### src/rtl/pe_status_pkg.sv
package pe_status_pkg;
    localparam int unsigned BYTE_W = 8;

    typedef struct packed {
        logic [BYTE_W-1:0] rdata;
    } out_state_t;

    typedef struct packed {
        logic [BYTE_W-1:0] pgm_byte;
    } latch_state_t;

    typedef struct packed {
        logic tog;
    } tog_state_t;
endpackage

### src/rtl/pe_poll_latch.sv
module pe_poll_latch
    import pe_status_pkg::*;
#(
    parameter int unsigned DATA_W = 8
) (
    input  logic              clk,
    input  logic              rst_n,
    input  logic              load_i,
    input  logic [DATA_W-1:0] data_i,
    output logic [DATA_W-1:0] byte_o
);
    logic [DATA_W-1:0] byte_d, byte_q;

    always_comb begin
        byte_d = byte_q;
        if (load_i) byte_d = data_i;
    end

    always_ff @(posedge clk) begin
        if (!rst_n) byte_q <= '0;
        else        byte_q <= byte_d;
    end

    assign byte_o = byte_q;

    // a load strobe captures the presented byte
    p_load_capture_r9: assert property (@(posedge clk) disable iff (!rst_n)
        load_i |=> byte_o == $past(data_i));
endmodule

### src/rtl/pe_toggle_unit.sv
module pe_toggle_unit
    import pe_status_pkg::*;
#(
    parameter logic TOGGLE_INIT = 1'b0
) (
    input  logic clk,
    input  logic rst_n,
    input  logic busy_i,
    input  logic rd_i,
    output logic tog_o
);
    tog_state_t st_d, st_q;

    always_comb begin
        st_d = st_q;
        if (!busy_i)   st_d.tog = TOGGLE_INIT;
        else if (rd_i) st_d.tog = ~st_q.tog;
    end

    always_ff @(posedge clk) begin
        if (!rst_n) st_q.tog <= TOGGLE_INIT;
        else        st_q     <= st_d;
    end

    assign tog_o = st_q.tog;

    // every busy read flips the toggle
    p_flip_on_read_r5: assert property (@(posedge clk) disable iff (!rst_n)
        (busy_i && rd_i) |=> tog_o != $past(tog_o));
    // no read during busy keeps the toggle
    p_hold_no_read_r7: assert property (@(posedge clk) disable iff (!rst_n)
        (busy_i && !rd_i) |=> $stable(tog_o));
    // idle forces the initial value
    p_idle_restart_r8: assert property (@(posedge clk) disable iff (!rst_n)
        !busy_i |=> tog_o == TOGGLE_INIT);
endmodule

### src/rtl/pe_status_mux.sv
module pe_status_mux #(
    parameter int unsigned DATA_W     = 8,
    parameter int unsigned POLL_BIT   = 7,
    parameter int unsigned TOGGLE_BIT = 6
) (
    input  logic              op_erase_i,
    input  logic [DATA_W-1:0] pgm_byte_i,
    input  logic              tog_i,
    output logic [DATA_W-1:0] status_o
);
    for (genvar b = 0; b < DATA_W; b++) begin : g_bit
        if (b == POLL_BIT) begin : g_poll
            assign status_o[b] = op_erase_i ? 1'b0 : ~pgm_byte_i[b];
        end else if (b == TOGGLE_BIT) begin : g_tog
            assign status_o[b] = tog_i;
        end else begin : g_zero
            assign status_o[b] = 1'b0;
        end
    end
endmodule

### src/rtl/pe_status_reporter.sv
module pe_status_reporter
    import pe_status_pkg::*;
#(
    parameter int unsigned DATA_W      = 8,
    parameter int unsigned POLL_BIT    = 7,
    parameter int unsigned TOGGLE_BIT  = 6,
    parameter logic        TOGGLE_INIT = 1'b0
) (
    input  logic              clk,
    input  logic              rst_n,
    input  logic              busy_i,
    input  logic              op_erase_i,
    input  logic              pgm_load_i,
    input  logic [DATA_W-1:0] pgm_data_i,
    input  logic              rd_i,
    input  logic [DATA_W-1:0] arr_data_i,
    output logic [DATA_W-1:0] rd_data_o
);
    localparam logic [DATA_W-1:0] OTHER_MASK =
        ~((DATA_W'(1) << POLL_BIT) | (DATA_W'(1) << TOGGLE_BIT));

    logic [DATA_W-1:0] pgm_byte;
    logic              tog;
    logic [DATA_W-1:0] status;
    logic [DATA_W-1:0] rdata_d, rdata_q;

    pe_poll_latch #(.DATA_W(DATA_W)) u_latch (
        .clk(clk), .rst_n(rst_n), .load_i(pgm_load_i),
        .data_i(pgm_data_i), .byte_o(pgm_byte)
    );

    pe_toggle_unit #(.TOGGLE_INIT(TOGGLE_INIT)) u_tog (
        .clk(clk), .rst_n(rst_n), .busy_i(busy_i), .rd_i(rd_i), .tog_o(tog)
    );

    pe_status_mux #(.DATA_W(DATA_W), .POLL_BIT(POLL_BIT), .TOGGLE_BIT(TOGGLE_BIT)) u_mux (
        .op_erase_i(op_erase_i), .pgm_byte_i(pgm_byte), .tog_i(tog), .status_o(status)
    );

    always_comb begin
        rdata_d = rdata_q;
        if (rd_i) rdata_d = busy_i ? status : arr_data_i;
    end

    always_ff @(posedge clk) begin
        if (!rst_n) rdata_q <= '0;
        else        rdata_q <= rdata_d;
    end

    assign rd_data_o = rdata_q;

    // idle read passes array data
    p_idle_pass_r2: assert property (@(posedge clk) disable iff (!rst_n)
        ($past(rst_n) && $past(rd_i && !busy_i)) |-> rd_data_o == $past(arr_data_i));
    // erase polling bit reads 0
    p_erase_poll_r4: assert property (@(posedge clk) disable iff (!rst_n)
        ($past(rst_n) && $past(rd_i && busy_i && op_erase_i)) |-> !rd_data_o[POLL_BIT]);
    // unused bits are 0 while busy
    p_others_zero_r6: assert property (@(posedge clk) disable iff (!rst_n)
        ($past(rst_n) && $past(rd_i && busy_i)) |-> (rd_data_o & OTHER_MASK) == '0);
    // output holds without a read
    p_hold_r7: assert property (@(posedge clk) disable iff (!rst_n)
        ($past(rst_n) && $past(!rd_i)) |-> $stable(rd_data_o));
endmodule

### config.mk
export PLATFORM = sky130hd
export DESIGN_NAME = pe_status_reporter
export DESIGN_NICKNAME = d
export VERILOG_FILES = /design/src/rtl/pe_status_pkg.sv /design/src/rtl/pe_poll_latch.sv /design/src/rtl/pe_toggle_unit.sv /design/src/rtl/pe_status_mux.sv /design/src/rtl/pe_status_reporter.sv
export SDC_FILE = /design/constraint.sdc
export NUM_CORES = 1
export LEC_CHECK = 0
export BUFFER_PORTS_ARGS = -buffer_cell sky130_fd_sc_hd__clkbuf_2
export CAP_MARGIN = 20
export CORE_MARGIN = 4
export CORE_UTILIZATION = 32
export CTS_BUF_LIST = sky130_fd_sc_hd__clkbuf_16
export CTS_CLUSTER_DIAMETER = 120
export DETAILED_ROUTE_END_ITERATION = 7
export PLACE_DENSITY = 0.75
export SYNTH_ARGS = -nofsm -noshare
export SYNTH_HDL_FRONTEND = slang
export SYNTH_SLANG_ARGS = --single-unit
export TNS_END_PERCENT = 100
### constraint.sdc
create_clock -name clk -period 0.85 [get_ports clk]
set_input_delay 0.0425 -clock clk [delete_from_list [all_inputs] [get_ports clk]]
set_output_delay 0.0425 -clock clk [all_outputs]
set_load 0.02 [all_outputs]
Word level (Yosys, flattened, before mapping) --
Index checks and enable logic that the tools add are counted.
Operators by class: bitwise operators 2, muxes and demuxes 2, reductions and logical operators 1
Operators with widths (count):
- $mux 8 | 1
- $not 1->1 | 2
- $reduce_and 2->1 | 1
- $mux 1 | 1
Storage, ports and cells: bits in registers 17, output and inout port bits 8, logic and storage cells 8

Logic depth before layout (Yosys ltp) --
Gate-level depths: netlist (run 1).
depth in word-level cells 3, mapped depth 4, gate-level depth less buffers 2

Hierarchy --
Synthesis (run 1) repeated with hierarchy kept, for this count alone.
Unflattened totals: cell total of the unflattened synthesis 71, area, all modules 747.0 um2
Modules (own cells, without submodules):
- pe_status_reporter | cells an instance 34, area each 350.3 um2, times used 1
- pe_poll_latch | cells an instance 25, area each 301.5 um2, times used 1
- pe_status_mux | cells an instance 9, area each 60.1 um2, times used 1
- pe_toggle_unit | cells an instance 3, area each 35.0 um2, times used 1

Least setup slack after synthesis (run 1) --
No wires, ideal clock.
path kind reg2reg, start register u_latch.byte_q[7] (netlist: u_latch.byte_o[7]), end register rdata_q[7] (netlist: rd_data_o[7]), setup time 0.074 ns, arrival time 0.778 ns, stages on the path, launching flop included 3, data required time 0.776 ns, path slack -0.002 ns, path buffers 0, path through dfxtp_1 -> or3b_1 -> a31oi_1
Between the ends: cells in the longest elaborated chain, start to end 3
Ends and longest elaborated chain:
- from (decl) | RTL line pe_poll_latch.sv:12 | logic [DATA_W-1:0] byte_d, byte_q;
- from (signal assigned) | RTL line pe_poll_latch.sv:21 | else byte_q <= byte_d;
- $not 1->1 | RTL line pe_status_mux.sv:13 | assign status_o[b] = op_erase_i ? 1'b0 : ~pgm_byte_i[b];
- $mux 1 | RTL line pe_status_mux.sv:13
- $mux 8 | RTL line pe_status_reporter.sv:42 | if (rd_i) rdata_d = busy_i ? status : arr_data_i;
- to (signal assigned) | RTL line pe_status_reporter.sv:47 | else rdata_q <= rdata_d;
- to (decl) | RTL line pe_status_reporter.sv:25 | logic [DATA_W-1:0] rdata_d, rdata_q;
Every way passes these cells. A chain may end at the register's enable or synchronous reset.

Worst setup path after layout (run 1) --
Same ends and word-level chain as after synthesis.

==> results of run 1 <==
-- cells by family after synthesis --
family                 after synthesis  share of synthesized area
AND/OR/NAND/NOR                     16                      0.265
AO/OA/AOI/OAI                       10                      0.160
flip-flops                          10                      0.482
multiplexers                         2                     0.0482
buffers and inverters                2                     0.0241
XOR/XNOR                             1                     0.0211
-- synth_stat cells, drive strengths merged --
cell    count  share of area
buf         2          0.024
dfxtp      10           0.48
nor2b       1          0.015
o21ai       2          0.024
and3        1          0.015
mux2i       2          0.048
a21oi       1          0.012
nand2b      7           0.11
nand3b      6           0.11
a31oi       1          0.015
or3b        1          0.021
a21boi      6           0.11
xor2        1          0.021
-- registers in the layout, summed over array words and instances (netlist names) --
signal          count
rd_data_o           8
u_tog.tog_o         1
u_latch.byte_o      1
-- power by group through the flow --
stage	clock (W)	combinational (W)	sequential [W]
floorplan	0	0.0000565	0.000534
global placement	0	0.000140	0.000512
detailed placement	0	0.000143	0.000513
CTS	0.000819	0.000143	0.000506
global route	0.000868	0.000154	0.000508
finish	0.000800	0.000141	0.000505
-- area by class of cell --
class / instances / area (um2) / area share
multi-input cells: 29 / 205 / 0.333
well taps: 14 / 17.5 / 0.0285
clock buffers: 3 / 75.1 / 0.122
repair buffers: 23 / 118 / 0.191
flip-flops and latches: 10 / 200 / 0.325
-- metrics by stage --
step	utilization	power, W	hold WS, ns	setup WS [ns]	cell area, um2
floorplan	-	0.000590	0.171	0.0183	415
global placement	0.462	0.000652	0.295	0.00538	541
detailed placement	0.462	0.000656	0.305	-0.00891	541
CTS	0.526	0.00147	0.0636	-0.0206	616
global route	0.526	0.00153	0.0724	-0.0693	616
finish	0.526	0.00145	0.0639	-0.0207	616
-- worst max-delay path, stage by stage, from the launching register on --
cell and delay [ns]:
dfxtp_1 0.30, or3b_1 0.34, a31oi_1 0.16
-- final timing paths --
kind	startpoint	end	slack, ns	cells after the start
worst max register to register	u_latch.byte_o[7]	rd_data_o[7]	-0.02	2
worst max-delay path	u_latch.byte_o[7]	rd_data_o[7]	-0.02	2
worst min-delay path	arr_data_i[3]	rd_data_o[3]	0.06	3
worst min register to register	rd_data_o[2]	rd_data_o[2]	0.46	2
-- per-layer routing --
metal	track usage	part of all wire	wire length, um	vias to the layer above
li1	-	-	-	191
met4	0.0723	0.021	19	0
met5	0	0	0	-
met1	0.121	0.44	394	159
met3	0.0488	0.091	82	2
met2	0.148	0.45	405	15
-- repair_timing --
item / 4_1_cts / 5_1_grt
endpoints found under the hold margin: 0 / 0
pin swaps: 0 / 1
gates resized for setup: 0 / 0
setup endpoints to repair: 1 / 1
==> impl_results.md, run 1 <==
* Critical Path Sink Type: flip-flop
* Slew Limit Fails at 0
* Sequential-to-total area share from yosys stat at 0.482
* Fillers at 117
* Non-filler cells, final at 79
* Worst-skew pair later-pin latency at between 0.2 and 0.25 ns
* TritonCTS clock tree: done
* Clock root cell: clkbuf_16
* Initial Utilization at 0.355
* Initial antenna violation count at 0
* First-pass GRT wire length at ~1.4 mm
* Worst-path maximum fanout at 2
* Post-DR vias/cell at between 4 and 5
* Syn Inst Count at 41
* YS warnings at 0
* Max-cap viol count at 0
* Comb power frac at 0.097
* Setup bufs post-CTS at 0
* Avg WL per Cell at between 10 and 15 um
* Clock Tree Buf Depth at 2
* Tmin final at between 0.8 and 0.9 ns
* GR Util All Layers at 0.104
* Clock transition at the registers of the reported paths at 0.04 ns
* Total core area at between 1000 and 1500 um2
* # nets final at 89
* Most frequent cells in the layout: clkbuf_2 (22), dfxtp_1 (10), nand2b_1 (7)
* Mapped cell area at 415 um2
* IO buf count at 22
* Area delta synth->final at 48.2%
* Status: finished, violations left
* Post-CTS Hold Buffers at 0
* Critical Path Start Type: flip-flop
* Worst-margin pin slew at 0.281 ns
* Setup TNS Final at -0.0207 ns
* Clk network pwr share at 0.553
* Clock Skews at 0.0000767 ns
* Failing checks: setup timing
* CTS sink cnt at 10
* Worst endpoint required time at around 1.0 ns
* Routed vias at 367
* HPWL after DPL at 667 um
* DRC at 0
* Post-Syn Nets at 63
* Period utilization at 1.02
* Reg power frac at 0.350
* Placer Congestion at approximately 0.58
* Commonest non-fill, non-tap cell in the layout: clkbuf_2
* Inserted Clock Buffers at 3
* Placed Cells at 76
* Drt initial violations at 3
* Die H at 44.0 um
* Relative slew slack at 0.813
* Antenna violation net count after detailed routing at 0
* Crit path DAT at 1.03 ns
* Final worst setup slack at -0.0207 ns
* DIE WIDTH at approximately 44 um
* P_leak at ~0.28 nW
* Vias in the first global route at 340
* Boundary pin count at 30
* RSZ-0062 raised after global routing: true
* Die area at 1940 um2
* CP Class: reg2reg
* Number of diodes at 0
* Class of the worst hold path: in2reg
* Drt pass-1 iters at 4
* NetSw at 0.000273 W
* Drt total wl at around 900 um
* Maximum VDD drop at ~1700 uV
* Syn avg cell area at just over 10 um2
* Rows at 12
* Largest net degree at the start of global routing at 18
* Switching share of power at 0.189
* Grt ovf at 0
* Synth unique cells at 13
* Int Pwr at 0.00117 W
* CTS H-tree depth at 1
* Final Hold Fails at 0
* Final setup violation count at 1
* Fmax at 1.15 GHz
* Layout cells sized above 1 at 0.400
* P per Cell Area at 2350 nW/um2
* Synthesized flop and latch total at 10
No activity file was read; power rests on OpenSTA's default activity.
==> inputs of run 2 (changes only) <==
--- a/config.mk
+++ b/config.mk
@@ -7,12 +7,14 @@
 export LEC_CHECK = 0
 export BUFFER_PORTS_ARGS = -buffer_cell sky130_fd_sc_hd__clkbuf_2
 export CAP_MARGIN = 20
+export CELL_PAD_IN_SITES_DETAIL_PLACEMENT = 1
+export CELL_PAD_IN_SITES_GLOBAL_PLACEMENT = 2
 export CORE_MARGIN = 4
-export CORE_UTILIZATION = 32
+export CORE_UTILIZATION = 18
 export CTS_BUF_LIST = sky130_fd_sc_hd__clkbuf_16
 export CTS_CLUSTER_DIAMETER = 120
 export DETAILED_ROUTE_END_ITERATION = 7
-export PLACE_DENSITY = 0.75
+export PLACE_DENSITY = 0.77
 export SYNTH_ARGS = -nofsm -noshare
 export SYNTH_HDL_FRONTEND = slang
 export SYNTH_SLANG_ARGS = --single-unit
==> run 2 against run 1 <==
Compared with the run above: clock skew barely moved; count of clock-buffer cells in the layout did not move; final area rose by 2.8%; power rose by 0.36%; register-to-register slack barely moved; highest routed layer is now met3; critical path type unchanged; the flow still finishes with violations (setup timing).
==> impl_results.md, run 2 (same netlist as run 1, synthesis figures left out) <==
* Period utilization at 1.03 (+0.00108)
* Sequential Area at 200 um2 (unchanged)
* Placer Congestion at 0.664 (+15%)
* Max reg flops at 8 (unchanged)
* Largest net degree at the start of global routing at 18 (unchanged)
* Initial Utilization at 0.188 (-0.167)
* Final Hold Fails at 0 (unchanged)
* Final Core Density at 0.286 (-0.239)
* Int Pwr at 0.00117 W (about the same)
* Status: finished, violations left
* Commonest non-fill, non-tap cell in the layout: clkbuf_2
* Clock Tree Buf Depth at 2 (unchanged)
* Comb power frac at 0.099 (+0.002)
* Worst-skew pair later-pin latency at 0.23 ns (about the same)
* Final setup violation count at 1 (unchanged)
* Drt total wl at 1.02 mm (+13%)
* DIE WIDTH at 56.0 um (+27%)
* Initial antenna violation count at 0 (unchanged)
* Inserted Clock Buffers at 3 (unchanged)
* Critical Path Start Type: flip-flop
* Most frequent cells in the layout: clkbuf_2 (22), dfxtp_1 (10), nand2b_1 (7)
* Fillers at 276 (+140%)
* Die H at 56.0 um (+27%)
* Reg power frac at 0.348 (-0.002)
* DRC at 0 (unchanged)
* Pre-CTS WS at -0.00810 ns (+0.000804 ns)
* Failing checks: setup timing
* Total core area at 2210 um2 (+89%)
* CTS sink cnt at 10 (unchanged)
* CP Class: reg2reg
* R2r setup slk at -0.02 ns (about the same)
* Number of diodes at 0 (unchanged)
* RSZ-0062 raised after global routing: true
* IO buf count at 22 (unchanged)
* Final hold slack at 0.0616 ns (-0.00231 ns)
* Vias in the first global route at 444 (+31%)
* Die area at 3140 um2 (+62%)
* Busiest grt layer: met2
* Post-cts sizing count at 0 (unchanged)
* Post-DR vias/cell at 4.11 (-12%)
* Switching share of power at 0.191 (+0.00273)
* Boundary pin count at 30 (unchanged)
* Critical Path Sink Type: flip-flop
* M3 GR Usage at 0.0580 (+0.00922)
* Worst endpoint required time at 1.01 ns (about the same)
* # nets final at 89 (unchanged)
* Maximum VDD drop at 1450 uV (-13%)
* Relative slew slack at 0.803 (-0.0101)
* Area of the multi-input gates at 205 um2 (unchanged)
* Rows at 17 (+5)
* TritonCTS clock tree: done
* Tmin final at 0.872 ns (+0.000921 ns)
* CTS H-tree depth at 1 (unchanged)
* Worst-path maximum fanout at 2 (unchanged)
* Clk network pwr share at 0.553 (about the same)
* Setup bufs post-CTS at 0 (unchanged)
* Area delta synth->final at 52.4%
* Worst-margin pin slew at 0.296 ns (+0.0151 ns)
* P per Cell Area at 2290 nW/um2 (-2.4%)
* Avg WL per Cell at 10.9 um (-4.1%)
* HPWL after DPL at 771 um (+16%)
* Drt pass-1 iters at 2 (-2)
* Antenna violation net count after detailed routing at 0 (unchanged)
* First-pass GRT wire length at 1.86 mm (+32%)
* Drt initial violations at 1 (-2)
* Slew Limit Fails at 0 (unchanged)
* Power Total at 0.00145 W (+0.36%)
* Grt ovf at 0 (unchanged)
* NetSw at 0.000278 W (+1.8%)
* GR Util All Layers at 0.0780 (-0.0256)
* P_leak at 0.285 nW (about the same)
* Clock Skews at 0.0000296 ns (-0.0000471 ns)
* Clock transition at the registers of the reported paths at 0.04 ns (about the same)
* Class of the worst hold path: in2reg
* Layout cells sized above 1 at 0.400 (unchanged)
* Fmax at 1.15 GHz (-0.11%)
* Clock root cell: clkbuf_16
* M2 GR Usage at 0.122 (-0.0264)
* Crit path DAT at 1.03 ns (about the same)
* GR Layer Usage met1 at 0.0832 (-0.0375)
* Routed vias at 382 (+4.1%)
* Final worst setup slack at -0.0216 ns (-0.000921 ns)
* Max-cap viol count at 0 (unchanged)
-- run 2: cell counts in the layout (fill, tap and decap cells not counted) --
No cell type changed its count.
-- run 2: final cells by class --
class	count	area share
clock buffer	3	0.119
timing repair buffer	23	0.186
tap	28	0.0553
sequential	10	0.316
multi-input combinational	29	0.324
-- run 2: path summary, 6_finish.rpt --
check                     from  depth (start not counted)            to
max          u_latch.byte_o[7]                          2  rd_data_o[7]
min              arr_data_i[2]                          3  rd_data_o[2]
max reg2reg  u_latch.byte_o[7]                          2  rd_data_o[7]
min reg2reg       rd_data_o[4]                          2  rd_data_o[4]
-- run 2: layer usage --
| metal | wire, um | vias to the layer above |
|---|---|---|
| met1 | 463 | 172 |
| met4 | 0 | 0 |
| met5 | 0 | - |
| met2 | 430 | 17 |
| li1 | - | 193 |
| met3 | 124 | 0 |
-- run 2: power by group through the flow --
stage / sequential (W) / combinational (W) / clock (W)
2_1_floorplan: 0.000534 / 0.0000565 / 0
3_3_place_gp: 0.000513 / 0.000143 / 0
3_5_place_dp: 0.000513 / 0.000146 / 0
4_1_cts: 0.000506 / 0.000147 / 0.000827
5_1_grt: 0.000509 / 0.000161 / 0.000864
6_report: 0.000506 / 0.000143 / 0.000802
-- run 2: repair_timing --
item	4_1_cts	5_1_grt
hold buffers	0	0
pin swaps	0	0
cloned	0	0
setup endpoints to repair	1	1
-- run 2: critical path, cell delays in order (launching register included) --
cell	delay, ns
dfxtp_1	0.30
or3b_1	0.34
a31oi_1	0.16
-- run 2: metrics by stage --
step	instances	TNS (ns)	instance area (um2)
6_report	93	-0.0216	633
5_1_grt	93	-0.0895	633
4_1_cts	93	-0.0253	633
3_5_place_dp	90	-0.00810	558
3_3_place_gp	90	-0.00734	558
2_1_floorplan	41	0	415
==> inputs of run 3 (changes only) <==
--- a/config.mk
+++ b/config.mk
@@ -5,16 +5,16 @@
 export SDC_FILE = /design/constraint.sdc
 export NUM_CORES = 1
 export LEC_CHECK = 0
-export BUFFER_PORTS_ARGS = -buffer_cell sky130_fd_sc_hd__clkbuf_2
 export CAP_MARGIN = 20
 export CELL_PAD_IN_SITES_DETAIL_PLACEMENT = 1
 export CELL_PAD_IN_SITES_GLOBAL_PLACEMENT = 2
 export CORE_MARGIN = 4
-export CORE_UTILIZATION = 18
+export CORE_UTILIZATION = 26
 export CTS_BUF_LIST = sky130_fd_sc_hd__clkbuf_16
 export CTS_CLUSTER_DIAMETER = 120
 export DETAILED_ROUTE_END_ITERATION = 7
-export PLACE_DENSITY = 0.77
+export DONT_BUFFER_PORTS = 1
+export PLACE_DENSITY = 0.73
 export SYNTH_ARGS = -nofsm -noshare
 export SYNTH_HDL_FRONTEND = slang
 export SYNTH_SLANG_ARGS = --single-unit
==> run 3 against run 2 <==
Compared with the run above: the flow finishes with violations (hold timing, setup timing); global-route usage rose by 2.9 points; utilization rose by 9.5 points; combinational power fell by 26%; first-iteration DRC count fell by 100%; setup slack improved by 0.017 ns; flip-flop and latch count did not move; critical path depth did not move; hold slack got worse by 0.16 ns; final area fell by 9.3%; register-to-register slack improved by 0.02 ns; clock power rose by 0.5%; highest routed layer unchanged.
==> impl_results.md, run 3 (same netlist as run 1, synthesis figures left out) <==
* Status: finished, violations left
* Failing checks: hold timing, setup timing
* Worst endpoint required time at 1.01 ns (about the same)
* Initial antenna violation count at 0 (unchanged)
* Class of the worst hold path: in2reg
* Slew Limit Fails at 0 (unchanged)
* Clock transition at the registers of the reported paths at 0.04 ns (about the same)
* Grt ovf at 0 (unchanged)
* Post-DR vias/cell at 5.00 (+22%)
* Largest net degree at the start of global routing at 18 (unchanged)
* Number of diodes at 0 (unchanged)
* Fillers at 174 (-37%)
* P per Cell Area at 2470 nW/um2 (+7.8%)
* Reg power frac at 0.357 (+0.009)
* Setup bufs post-CTS at 0 (unchanged)
* Max reg flops at 8 (unchanged)
* Layout cells sized above 1 at 0.235 (-0.165)
* P_leak at 0.242 nW (-15%)
* Comb power frac at 0.075 (-0.024)
* Total core area at 1510 um2 (-32%)
* CP Class: reg2reg
* Clock Skews at 0.0000368 ns (+0.00000729 ns)
* Int Pwr at 0.00116 W (-0.83%)
* Placer Congestion at 0.571 (-14%)
* IO buf count at 0 (-100%)
* Critical Path Sink Type: flip-flop
* Final Hold Fails at 10 (+10)
* Routed vias at 335 (-12%)
* Drt initial violations at 0 (-1)
* Relative slew slack at 0.879 (+0.0760)
* Area delta synth->final at 38.3%
* Max-cap viol count at 0 (unchanged)
* Die area at 2300 um2 (-27%)
* Initial Utilization at 0.276 (+0.0880)
* Final Core Density at 0.381 (+0.0950)
* CTS H-tree depth at 1 (unchanged)
* Worst-skew pair later-pin latency at 0.23 ns (about the same)
* Final hold slack at -0.0968 ns (-0.158 ns)
* Clk network pwr share at 0.568 (+0.015)
* Worst-path maximum fanout at 2 (unchanged)
* Fmax at 1.17 GHz (+2.0%)
* First-pass GRT wire length at 1.62 mm (-13%)
* Placed instance area at 485 um2 (-13%)
* Vias in the first global route at 370 (-17%)
* Tmin final at 0.854 ns (-0.0172 ns)
* NetSw at 0.000255 W (-8.1%)
* Most frequent cells in the layout: dfxtp_1 (9), buf_4 (8), nand2b_1 (7)
* Boundary pin count at 30 (unchanged)
* Post-CTS Hold Buffers at 1 (+1)
* Final setup violation count at 1 (unchanged)
* DIE WIDTH at 48.0 um (-14%)
* Final instance area at 574 um2 (-9.3%)
* Clock Tree Buf Depth at 2 (unchanged)
* GR Util All Layers at 0.107 (+0.0287)
* Drt pass-1 iters at 1 (-1)
* Switching share of power at 0.180 (-0.0115)
* TritonCTS clock tree: done
* # nets final at 75 (-16%)
* Pre-CTS WS at -0.0237 ns (-0.0156 ns)
* Crit path DAT at 1.01 ns (-0.02 ns)
* Avg WL per Cell at 15.7 um (+44%)
* CTS sink cnt at 10 (unchanged)
* Final worst setup slack at -0.00442 ns (+0.0172 ns)
* Worst-margin pin slew at 0.180 ns (-0.116 ns)
* Inserted Clock Buffers at 3 (unchanged)
* Die H at 48.0 um (-14%)
* RSZ-0062 raised after global routing: true
* DRC at 0 (unchanged)
* Antenna violation net count after detailed routing at 0 (unchanged)
* Maximum VDD drop at 1910 uV (+32%)
* Commonest non-fill, non-tap cell in the layout: dfxtp_1
* Rows at 14 (-3)
* Clock root cell: clkbuf_16
* Period utilization at 1.01 (-0.0202)
* Critical Path Start Type: flip-flop
* Drt total wl at 1.05 mm (+3.4%)
run 3: changes by cell type in the layout (fill, tap and decap cells not counted), sizes merged:
| cell | delta |
|---|---|
| buf | +7 |
| clkbuf | -22 |
| dlymetal6s4s | +1 |
run 3: area by class of cell:
class,count,area (um2),area share
multi-input combinational,29,205,0.357
timing repair buffer,9,72.6,0.126
clock buffer,3,75.1,0.131
tap,16,20.0,0.0349
sequential,10,201,0.351
run 3: final timing paths:
check | cells after the start | to | start | slack [ns]
max | 2 | rd_data_o[7] | u_latch.byte_o[7] | -0.004
min reg2reg | 2 | rd_data_o[5] | rd_data_o[5] | 0.46
max reg2reg | 2 | rd_data_o[7] | u_latch.byte_o[7] | -0.004
min | 1 | rd_data_o[6] | rd_i | -0.1
run 3: per-stage QoR:
stage	cells	power (W)	TNS [ns]
6_report	67	0.00142	-0.00442
3_5_place_dp	63	0.000615	-0.0237
3_3_place_gp	63	0.000610	0
5_1_grt	67	0.00147	-0.0165
4_1_cts	67	0.00144	-0.00742
2_1_floorplan	41	0.000590	0
run 3: power by group through the flow:
stage	registers (W)	clock network [W]	logic, W
detailed placement	0.000514	0	0.000101
floorplan	0.000534	0	0.0000565
CTS	0.000507	0.000824	0.000108
finish	0.000507	0.000806	0.000106
global route	0.000509	0.000842	0.000116
global placement	0.000512	0	0.0000981
run 3: what timing repair did:
action,CTS,global route
pin swaps,1,0
setup endpoints to repair,1,3
gates resized for setup,0,2
hold endpoints to repair,10,10
run 3: critical path, stage by stage (launching register included):
cell     delay (ns)
dfxtp_2        0.31
or3b_1         0.35
a31oi_1        0.12
run 3: routing by layer:
metal / vias up / global-route usage / part of all wire
met4: 0 / 0.0161 / 0
met2: 17 / 0.185 / 0.52
met1: 154 / 0.111 / 0.38
met3: 0 / 0.0677 / 0.10
li1: 164 / - / -
met5: - / 0 / 0
